**src/rtl/scp_pkg.sv**
```systemverilog
package scp_pkg;
  // Frame phase: header shift, write data, read data out, read finished
  typedef enum logic [1:0] {
    PH_HDR  = 2'd0,
    PH_WR   = 2'd1,
    PH_RD   = 2'd2,
    PH_DONE = 2'd3
  } phase_e;
endpackage

```
**src/rtl/scp_sync.sv**
```systemverilog
module scp_sync #(
  parameter int STAGES = 2
) (
  input  logic clk,
  input  logic rst_n,
  input  logic cs_n,
  input  logic sck,
  input  logic sdi,
  output logic frame_act,
  output logic sck_rise,
  output logic sck_fall,
  output logic sdi_s
);
  localparam int NSIG = 3;
  // bit 0: cs_n (resets high), bit 1: sck, bit 2: sdi
  localparam logic [NSIG-1:0] RST_VAL = 3'b001;

  logic [NSIG-1:0] raw;
  logic [NSIG-1:0] stg_q [STAGES];
  logic            sck_q;

  assign raw = {sdi, sck, cs_n};

  generate
    for (genvar s = 0; s < STAGES; s++) begin : g_stage
      always_ff @(posedge clk or negedge rst_n) begin
        if (!rst_n) stg_q[s] <= RST_VAL;
        else if (s == 0) stg_q[s] <= raw;
        else stg_q[s] <= stg_q[(s > 0) ? s - 1 : 0];
      end
    end
  endgenerate

  always_ff @(posedge clk or negedge rst_n) begin
    if (!rst_n) sck_q <= 1'b0;
    else        sck_q <= stg_q[STAGES-1][1];
  end

  assign frame_act = ~stg_q[STAGES-1][0];
  assign sdi_s     = stg_q[STAGES-1][2];
  assign sck_rise  = stg_q[STAGES-1][1] & ~sck_q;
  assign sck_fall  = ~stg_q[STAGES-1][1] & sck_q;
endmodule

```
**src/rtl/scp_regfile.sv**
```systemverilog
module scp_regfile #(
  parameter int ADDR_W = 7,
  parameter int DATA_W = 8
) (
  input  logic                         clk,
  input  logic                         rst_n,
  input  logic                         we,
  input  logic [ADDR_W-1:0]            waddr,
  input  logic [DATA_W-1:0]            wdata,
  input  logic [ADDR_W-1:0]            raddr,
  output logic [DATA_W-1:0]            rdata,
  output logic [(1<<ADDR_W)*DATA_W-1:0] flat
);
  localparam int NREG = 1 << ADDR_W;

  logic [DATA_W-1:0] mem_q [NREG];

  generate
    for (genvar i = 0; i < NREG; i++) begin : g_reg
      logic hit;
      assign hit = we && (waddr == ADDR_W'(i));
      always_ff @(posedge clk or negedge rst_n) begin
        if (!rst_n)   mem_q[i] <= '0;
        else if (hit) mem_q[i] <= wdata;
      end
      assign flat[i*DATA_W +: DATA_W] = mem_q[i];
    end
  endgenerate

  assign rdata = mem_q[raddr];
endmodule

```
**src/rtl/scp_frame.sv**
```systemverilog
module scp_frame
  import scp_pkg::*;
#(
  parameter int ADDR_W = 7,
  parameter int DATA_W = 8
) (
  input  logic              clk,
  input  logic              rst_n,
  input  logic              frame_act,
  input  logic              sck_rise,
  input  logic              sck_fall,
  input  logic              sdi_s,
  input  logic [DATA_W-1:0] rd_data,
  output logic [ADDR_W-1:0] rd_addr,
  output logic              wr_en,
  output logic [ADDR_W-1:0] wr_addr,
  output logic [DATA_W-1:0] wr_data,
  output logic              sdo,
  output logic              sdo_oe
);
  localparam int HDR_W = 1 + ADDR_W;
  localparam int SH_W  = (HDR_W > DATA_W) ? HDR_W : DATA_W;
  localparam int CNT_W = $clog2(SH_W) + 1;
  localparam logic [CNT_W-1:0] HDR_LAST = CNT_W'(HDR_W - 1);
  localparam logic [CNT_W-1:0] DAT_LAST = CNT_W'(DATA_W - 1);
  localparam logic [CNT_W-1:0] DAT_CNT  = CNT_W'(DATA_W);

  phase_e            phase_q, phase_d;
  logic [CNT_W-1:0]  cnt_q, cnt_d, rcnt_q, rcnt_d;
  logic [SH_W-1:0]   sh_q, sh_d, sh_new;
  logic [ADDR_W-1:0] addr_q, addr_d, paddr_q, paddr_d;
  logic [DATA_W-1:0] pdata_q, pdata_d, rsh_q, rsh_d;
  logic              pend_q, pend_d, oe_q, oe_d, sdo_q, sdo_d;

  assign sh_new  = {sh_q[SH_W-2:0], sdi_s};
  assign rd_addr = sh_new[ADDR_W-1:0];
  assign wr_addr = paddr_q;
  assign wr_data = pdata_q;
  assign sdo     = sdo_q;
  assign sdo_oe  = oe_q;

  always_comb begin
    phase_d = phase_q;
    cnt_d   = cnt_q;
    rcnt_d  = rcnt_q;
    sh_d    = sh_q;
    addr_d  = addr_q;
    paddr_d = paddr_q;
    pdata_d = pdata_q;
    pend_d  = pend_q;
    rsh_d   = rsh_q;
    oe_d    = oe_q;
    sdo_d   = sdo_q;
    wr_en   = 1'b0;
    if (!frame_act) begin
      wr_en   = pend_q;        // final complete byte commits on deselect
      phase_d = PH_HDR;
      cnt_d   = '0;
      rcnt_d  = '0;
      pend_d  = 1'b0;
      oe_d    = 1'b0;
    end else begin
      if (sck_rise) begin
        unique case (phase_q)
          PH_HDR: begin
            sh_d  = sh_new;
            cnt_d = cnt_q + 1'b1;
            if (cnt_q == HDR_LAST) begin
              cnt_d  = '0;
              addr_d = sh_new[ADDR_W-1:0];
              if (sh_new[HDR_W-1]) begin
                phase_d = PH_RD;
                rsh_d   = rd_data;
              end else begin
                phase_d = PH_WR;
              end
            end
          end
          PH_WR: begin
            sh_d  = sh_new;
            cnt_d = cnt_q + 1'b1;
            if (cnt_q == DAT_LAST) begin
              cnt_d   = '0;
              wr_en   = pend_q;    // previous byte of a burst
              pend_d  = 1'b1;
              pdata_d = sh_new[DATA_W-1:0];
              paddr_d = addr_q;
              addr_d  = addr_q + 1'b1;
            end
          end
          default: ;
        endcase
      end
      if (sck_fall && (phase_q == PH_RD)) begin
        if (rcnt_q == DAT_CNT) begin
          oe_d    = 1'b0;
          phase_d = PH_DONE;
        end else begin
          oe_d   = 1'b1;
          sdo_d  = rsh_q[DATA_W-1];
          rsh_d  = {rsh_q[DATA_W-2:0], 1'b0};
          rcnt_d = rcnt_q + 1'b1;
        end
      end
    end
  end

  always_ff @(posedge clk or negedge rst_n) begin
    if (!rst_n) begin
      phase_q <= PH_HDR;
      cnt_q   <= '0;
      rcnt_q  <= '0;
      sh_q    <= '0;
      addr_q  <= '0;
      paddr_q <= '0;
      pdata_q <= '0;
      pend_q  <= 1'b0;
      rsh_q   <= '0;
      oe_q    <= 1'b0;
      sdo_q   <= 1'b0;
    end else begin
      phase_q <= phase_d;
      cnt_q   <= cnt_d;
      rcnt_q  <= rcnt_d;
      sh_q    <= sh_d;
      addr_q  <= addr_d;
      paddr_q <= paddr_d;
      pdata_q <= pdata_d;
      pend_q  <= pend_d;
      rsh_q   <= rsh_d;
      oe_q    <= oe_d;
      sdo_q   <= sdo_d;
    end
  end
endmodule

```
**src/rtl/scp_slave.sv**
```systemverilog
module scp_slave #(
  parameter int ADDR_W = 7,
  parameter int DATA_W = 8,
  parameter int SYNC_STAGES = 2
) (
  input  logic                          clk,
  input  logic                          rst_n,
  input  logic                          cs_n,
  input  logic                          sck,
  input  logic                          sdi,
  output logic                          sdo,
  output logic                          sdo_oe,
  output logic [(1<<ADDR_W)*DATA_W-1:0] regs_flat
);
  logic              frame_act, sck_rise, sck_fall, sdi_s;
  logic              wr_en;
  logic [ADDR_W-1:0] wr_addr, rd_addr;
  logic [DATA_W-1:0] wr_data, rd_data;

  scp_sync #(.STAGES(SYNC_STAGES)) u_sync (
    .clk(clk), .rst_n(rst_n), .cs_n(cs_n), .sck(sck), .sdi(sdi),
    .frame_act(frame_act), .sck_rise(sck_rise), .sck_fall(sck_fall),
    .sdi_s(sdi_s)
  );

  scp_frame #(.ADDR_W(ADDR_W), .DATA_W(DATA_W)) u_frame (
    .clk(clk), .rst_n(rst_n), .frame_act(frame_act),
    .sck_rise(sck_rise), .sck_fall(sck_fall), .sdi_s(sdi_s),
    .rd_data(rd_data), .rd_addr(rd_addr),
    .wr_en(wr_en), .wr_addr(wr_addr), .wr_data(wr_data),
    .sdo(sdo), .sdo_oe(sdo_oe)
  );

  scp_regfile #(.ADDR_W(ADDR_W), .DATA_W(DATA_W)) u_regs (
    .clk(clk), .rst_n(rst_n), .we(wr_en), .waddr(wr_addr),
    .wdata(wr_data), .raddr(rd_addr), .rdata(rd_data), .flat(regs_flat)
  );
endmodule

```
**config.mk**
```make
export PLATFORM = sky130hd
export DESIGN_NAME = scp_slave
export DESIGN_NICKNAME = d
export VERILOG_FILES = /design/src/rtl/scp_pkg.sv /design/src/rtl/scp_sync.sv /design/src/rtl/scp_regfile.sv /design/src/rtl/scp_frame.sv /design/src/rtl/scp_slave.sv
export SDC_FILE = /design/constraint.sdc
export NUM_CORES = 2
export LEC_CHECK = 0
export BUFFER_PORTS_ARGS = -buffer_cell sky130_fd_sc_hd__buf_2
export CAP_MARGIN = 20
export CORE_AREA = 3 3 395 397
export DETAILED_ROUTE_END_ITERATION = 10
export DIE_AREA = 0 0 398 400
export GPL_TIMING_DRIVEN = 0
export PLACE_DENSITY = 0.54
export RECOVER_POWER = 50
export SYNTH_ARGS = -nofsm -noshare
export SYNTH_HDL_FRONTEND = slang
export SYNTH_SLANG_ARGS = --single-unit
```
**constraint.sdc**
```tcl
create_clock -name clk -period 3.65 [get_ports clk]
set_input_delay 0.365 -clock clk [delete_from_list [all_inputs] [get_ports clk]]
set_output_delay 0.365 -clock clk [all_outputs]
set_load 0.1 [all_outputs]
```
Yosys cells after proc, flatten, opt, wreduce, memory -nomap -nowiden
Cells that the tools add are included.

operators by class
  add/subtract/negate cells = 3
  $lt $le $gt $ge = 1
  equality and inequality tests = 134
  mux-type cells = 37
  bitwise operators = 7
  reductions and logical operators = 145

operators with widths
  kind                                                  count
  equality test 7 bit (second input constant)           64
  equality test 7 x 6 -> 1 bit (second input constant)  32
  logical AND 1 bit                                     129
  equality test 7 x 5 -> 1 bit (second input constant)  16
  two-way mux 8 bit                                     8
  binary-select mux 8 bit (select 7 bit)                1
  equality test 7 x 4 -> 1 bit (second input constant)  8
  equality test 7 x 3 -> 1 bit (second input constant)  4
  two-way mux 4 bit                                     7
  equality test 7 x 2 -> 1 bit (second input constant)  2
  two-way mux 2 bit                                     7
  two-way mux 7 bit                                     2
  one-hot mux 7 bit (2 select lines)                    1
  nonzero test 2 bit                                    6
  two-way mux 1 bit                                     11
  AND reduction 3 bit                                   3
  adder 4 x 1 -> 4 bit (second input constant)          2
  >= comparator 8 bit (second input constant)           1
  inverter 7 -> 8 bit                                   1
  adder 7 x 1 -> 7 bit (second input constant)          1
  equality test 7 x 1 -> 1 bit (second input constant)  1
  zero test 7 bit                                       1
  AND reduction 5 bit                                   1
  equality test 4 x 3 -> 1 bit (second input constant)  1
  other kinds (11)                                      17

storage, ports and cells
  bits in registers = 1081
  input bits = 5
  word-level logic and storage cells = 469

Logic depth before layout (Yosys ltp)
  depth in word-level cells = 10
  gate-level depth with buffers = 11
  gate-level depth less buffers = 7

By module
A second synthesis with hierarchy kept.

unflattened totals
  cell total of the unflattened synthesis = 2987
  area total of the unflattened synthesis = 48985.7 µm²

by module, submodules not included
  module       instances  cells each  area each (µm²)  sequential area each (µm²)
  scp_regfile  1          2774        46402.0          25624.6
  scp_frame    1          203         2387.3           1251.2
  scp_sync     1          10          196.4            177.7

Worst setup path before layout
No wires, ideal clock.

  kind = reg-to-reg
  start = reg u_regs.mem_q (netlist bit u_regs.flat[301])
  end = reg u_frame.rsh_q[5]
  data arrival time = 2.388 ns
  data required time = 3.555 ns
  path slack = 1.166 ns
  stages on the path, launching flop included = 7
  period minus slack after synthesis = 2.484 ns
  cell sequence = dfrtp_1 mux4_2 nor3_1 or4_1 nor4_1 nand4_1 o31ai_1

between the ends
  word-level cells in the longest chain between the ends = 9

ends and longest elaborated chain
  item                                                       line               text
  from (decl)                                                scp_regfile.sv:16  logic [DATA_W-1:0] mem_q [NREG];
  from (signal, indexed assignment)                          scp_regfile.sv:24  else if (hit) mem_q[i] <= wdata;
  binary-select mux 8 bit (select 7 bit) (*)                 scp_regfile.sv:30  assign rdata = mem_q[raddr];
  two-way mux 8 bit (not written as such) (*) (2 in series)  scp_regfile.sv:30
  two-way mux 8 bit (*)                                      scp_frame.sv:71    if (sh_new[HDR_W-1]) begin
  two-way mux 8 bit (*)                                      scp_frame.sv:68    if (cnt_q == HDR_LAST) begin
  two-way mux 8 bit (*)                                      scp_frame.sv:64    unique case (phase_q)
  two-way mux 8 bit (*)                                      scp_frame.sv:63    if (sck_rise) begin
  two-way mux 8 bit                                          scp_frame.sv:95    if (rcnt_q == DAT_CNT) begin
  two-way mux 8 bit (*)                                      scp_frame.sv:94    if (sck_fall && (phase_q == PH_RD)) begin
  to (signal assigned)                                       scp_frame.sv:130   rsh_q <= rsh_d;
  to (decl)                                                  scp_frame.sv:32    logic [DATA_W-1:0] pdata_q, pdata_d, rsh_q, rsh_d;

Every way passes the cells marked *; elsewhere a longest branch is shown, timed or not. The select of a mux whose other input is x is not followed.
A chain may end at the register's enable or synchronous reset.

Worst setup path after layout
  start = reg u_frame.sh_q[0]
  end = reg u_frame.rsh_q[2]

between the ends
  word-level cells in the longest chain between the ends = 10

ends and longest elaborated chain
  item                                                       line               text
  from (decl)                                                scp_frame.sv:30    logic [SH_W-1:0] sh_q, sh_d, sh_new;
  from (signal assigned)                                     scp_frame.sv:113   sh_q <= '0;
  from (signal assigned)                                     scp_frame.sv:125   sh_q <= sh_d;
  inverter 7 -> 8 bit (not written as such) (*)              scp_regfile.sv:30
  binary-select mux 8 bit (select 7 bit) (*)                 scp_regfile.sv:30
  two-way mux 8 bit (not written as such) (*) (2 in series)  scp_regfile.sv:30
  two-way mux 8 bit (*)                                      scp_frame.sv:71
  two-way mux 8 bit (*)                                      scp_frame.sv:68
  two-way mux 8 bit (*)                                      scp_frame.sv:64
  two-way mux 8 bit (*)                                      scp_frame.sv:63
  two-way mux 8 bit                                          scp_frame.sv:95
  two-way mux 8 bit (*)                                      scp_frame.sv:94

Marks and branches as above.

==> flow_summary_export.csv <==
group,metric,value,unit
outcome,status,"finished with violations",
outcome,failed_checks,"capacitance limit, slew limit, setup timing",
logic_synthesis,synth_cells,3248,
power_and_ir_drop,switching_power,8.38,mW
floorplan,pin_count,1031,
route,via_count,37973,
power_and_ir_drop,pwr-share-comb,0.112,
route,ant_nets,0,
floorplan,dieHeight,400,µm
global_routing,grt_antenna_before_repair,28,
power_and_ir_drop,pwr_density_cell,478,nW/µm²
critical_path,worstPathMaxFanout,10,
sta,setup_slack,-0.0128,ns
logic_synthesis,async_reset_ff_frac,1.00,
logic_synthesis,avgSynthCellArea,15.2,µm²
logic_synthesis,seq_area_frac_synth,0.549,
route,wirelength,280,mm
logic_synthesis,ys_ff_latch,1081,
sta,relSlewSlack,-0.162,
clock_tree,postCtsSetupRepairBufs,0,
power_and_ir_drop,swShare,0.287,
clock_tree,insertion_delay,0.77,ns
final_layout,nNetsFinal,4447,
sta,finalMaxSlewViolations,133,
floorplan,floorplan.initialDensity,0.324,
logic_synthesis,synth_fp_nets,3257,
final_layout,seq_area,27100,µm²
clock_tree,tritoncts,"yes",
sta,grt_setup_unrepaired,"false",
logic_synthesis,yosysUniqueCellTypes,62,
clock_tree,htree_levels,4,
logic_synthesis,yosys_warnings,0,
power_and_ir_drop,leakage,27.7,nW
power_and_ir_drop,p_clk_frac,0.476,
route,highest_layer,"met5",
route,drc,0,
power_and_ir_drop,seqPwrFrac,0.412,
logic_synthesis,yosys.area_share.simple,0.0477,
sta,worst_slew_pin_slew,1.75,ns
logic_synthesis,synth-xor-area-share,0.000711,
route,drt_iter0_drc,3853,
logic_synthesis,synth_mux_area_frac,0.360,
logic_synthesis,synth_edf_count,0,
sta,fin_crit,3.66,ns
worst_hold_path,hold_path_class,"in2async",
sta,clock_skew,0.0467,ns
sta,tns,-0.0128,ns
route,route.met2.wl,127,mm
final_layout,post-route-util,0.402,
sta,hold_violations,0,
critical_path,critPathRequiredTime,4.28,ns
global_routing,grt_overflow,0,
final_layout,area_growth,24.0,%
clock_tree,clkTransAtPathRegs,0.06,ns
floorplan,die_area,159000,µm²
route,wl_met3,26.5,mm
floorplan,core-area,152000,µm²
logic_synthesis,synth_fa_ha_area_frac,0.00102,
route,dr.pass1.iters,8,
route,wl_per_cell,42.5,µm
sta,finalCritPeriodShare,1.00,
place,place_congestion,0.971,
power_and_ir_drop,peakVddDrop,0.417,mV
final_layout,final.fill_count,14987,
route,drt-met1-wl,110,mm
floorplan,die_w,398,µm
final_layout,most-common-layout-cells,"1183 x clkbuf_1, 1079 x dfrtp_1, 1026 x mux2_2, 249 x mux4_2, 131 x clkbuf_16",
place,post-dp-hpwl,218,mm
logic_synthesis,synth_area,49300,µm²
final_layout,final_common_cell,"clkbuf_1",
clock_tree,numCtsBuffers,130,
logic_synthesis,synth_ff_type,"dfrtp_1",
sta,fmax,273,MHz
final_layout,drive_gt1_frac,0.375,
global_routing,grt_pass1_vias,37163,
power_and_ir_drop,p_int,20.8,mW
critical_path,critPathCaptureType,"flip-flop",
critical_path,path_cells,"buf_2 > buf_4 > buf_6 > clkbuf_2 > buf_12 > mux4_2 > a211oi_2 > nor3_1 > nand4_1 > o21ai_0",
final_layout,stdcell_count,6578,
sta,final-setup-viol-count,1,
critical_path,cp_slowest_cell,"a211oi_2",
global_routing,grt_usage,0.343,
place,io_buffers,1030,
global_routing,grt_pass1_wl,363,mm
global_routing,grt_max_degree,160,
final_layout,multiInputGateArea,21400,µm²
critical_path,cp-start-kind,"flip-flop",
floorplan,core.rowCount,143,
critical_path,critical_path_class,"reg2reg",
flow_run,maxCapViolations,23,
critical_path,cp.arrival,4.29,ns
critical_path,r2r_slack,-0.01,ns
critical_path,critPathMaxStageDelay,0.50,ns
logic_synthesis,synth_compound_area_frac,0.0203,
route,viasPerCell,5.77,
clock_tree,cts.path.max_buffers,3,
clock_tree,root_buffer,"clkbuf_16",
place,dp_cells,6332,
logic_synthesis,synth_top_family_by_area,"multiplexers",
clock_tree,clock-sinks,1081,
[kinds of logic after synthesis]
kind of cell,Yosys count
AOI/OAI and AO/OA,149
xor gates and xnor gates,4
adders and majority gates,4
buffers and inverters,239
DFF,1081
muxes,1331
and+or+nand+nor,440
[final timing paths]
check | startpoint | end | cells after the start
worst min register to register | u_sync.stg_q[5] | u_sync.sdi_s | 0
worst max-delay path | u_frame.sh_q[0] | u_frame.rsh_q[2] | 10
min in group clk | sdi | u_sync.stg_q[5] | 2
worst min-delay path | rst_n | u_regs.flat[292] | 2
max in group asynchronous | rst_n | u_regs.flat[750] | 4
worst max register to register | u_frame.sh_q[0] | u_frame.rsh_q[2] | 10
[layer usage]
metal / up-vias / track usage
met5: - / 0
met4: 2 / 0.149
met3: 542 / 0.107
met2: 2145 / 0.538
met1: 20692 / 0.437
li1: 14592 / -
[per-stage QoR]
step	setup WS, ns	cell area [µm²]	hold WS (ns)	total power, mW
finish	-0.0128	61100	0.157	29.2
global placement	-22.87	57000	0.338	15.3
detailed placement	-1.17	57500	0.336	15.4
CTS	-0.0646	62300	0.171	29.3
floorplan	1.17	49300	0.0694	13.4
global route	0.00322	61100	0.247	29.9
[cell type report]
class | count | area share
multi-input cells | 1928 | 0.350
diodes | 12 | 0.000491
clock inverters | 43 | 0.0119
repair buffers | 1059 | 0.0716
plain buffers | 230 | 0.0195
well taps | 2030 | 0.0415
flip-flops and latches | 1081 | 0.442
inverters | 8 | 0.000491
clock buffers | 187 | 0.0625
[flip-flops by register name, summed over array words and instances (netlist names)]
name	count
u_regs.flat	1024
u_frame.rsh_q	8
u_frame.wr_data	8
u_frame.addr_q	7
u_frame.sh_q	7
u_frame.wr_addr	7
u_sync.stg_q	5
u_frame.cnt_q	4
u_frame.rcnt_q	4
u_frame.phase_q	2
u_frame.pend_q	1
u_frame.sdo	1
u_frame.sdo_oe	1
u_sync.sck_q	1
u_sync.sdi_s	1
[synthesized netlist by cell type, drive strengths merged (2+ instances only)]
| master | count | share of area |
|---|---|---|
| o21ai | 27 | 0.0027 |
| nand3 | 26 | 0.0026 |
| nor3b | 9 | 0.0016 |
| and3b | 2 | 0.00036 |
| a2111oi | 8 | 0.0014 |
| o32ai | 3 | 0.00053 |
| clkbuf | 158 | 0.012 |
| nor2 | 111 | 0.012 |
| dfrtp | 1079 | 0.55 |
| nand2 | 117 | 0.0090 |
| ha | 4 | 0.0010 |
| nor2b | 20 | 0.0025 |
| a211oi | 11 | 0.0017 |
| xor2 | 3 | 0.00053 |
| or4b | 2 | 0.00041 |
| and3 | 2 | 0.00025 |
| mux2i | 31 | 0.0063 |
| mux2 | 1051 | 0.24 |
| a22o | 7 | 0.0012 |
| a221oi | 8 | 0.0014 |
| a22oi | 25 | 0.0038 |
| or3 | 5 | 0.00063 |
| o211ai | 3 | 0.00046 |
| o22ai | 20 | 0.0025 |
| or2 | 4 | 0.00051 |
| nor3 | 76 | 0.0079 |
| nand3b | 2 | 0.00030 |
| nor4 | 15 | 0.0023 |
| or3b | 2 | 0.00036 |
| o311ai | 3 | 0.00053 |
| and2 | 11 | 0.0014 |
| a31oi | 3 | 0.00038 |
| buf | 73 | 0.0088 |
| inv | 8 | 0.00061 |
| or4 | 9 | 0.0014 |
| nand4 | 14 | 0.0018 |
| nand2b | 9 | 0.0011 |
| dfstp | 2 | 0.0011 |
| mux4 | 249 | 0.11 |
| a21oi | 25 | 0.0025 |
| o31ai | 2 | 0.00030 |
[worst max-delay path: cells and delay by family, from the launching register on]
kind,cells,cell delay [ns]
AOI/OAI and AO/OA,2,0.61
buffers and inverters,5,1.70
DFF,1,0.34
muxes,1,0.36
and+or+nand+nor,2,0.45
[power groups by stage]
stage               logic, mW  registers [mW]  clock network, mW
floorplan                1.19            12.3                  0
global placement         3.01            12.3                  0
detailed placement       3.09            12.3                  0
CTS                      3.18            12.0               14.1
global route             3.29            12.0               14.5
finish                   3.26            12.0               13.9
[repair_timing]
action / 4_1_cts / 5_1_grt
resized for setup: 70 / 25
setup endpoints to repair: 8 / 8
hold buffers: 4 / 0
pin swaps: 0 / 0
endpoints found under the hold margin: 120 / 0
(Power assumes the default switching activity.)
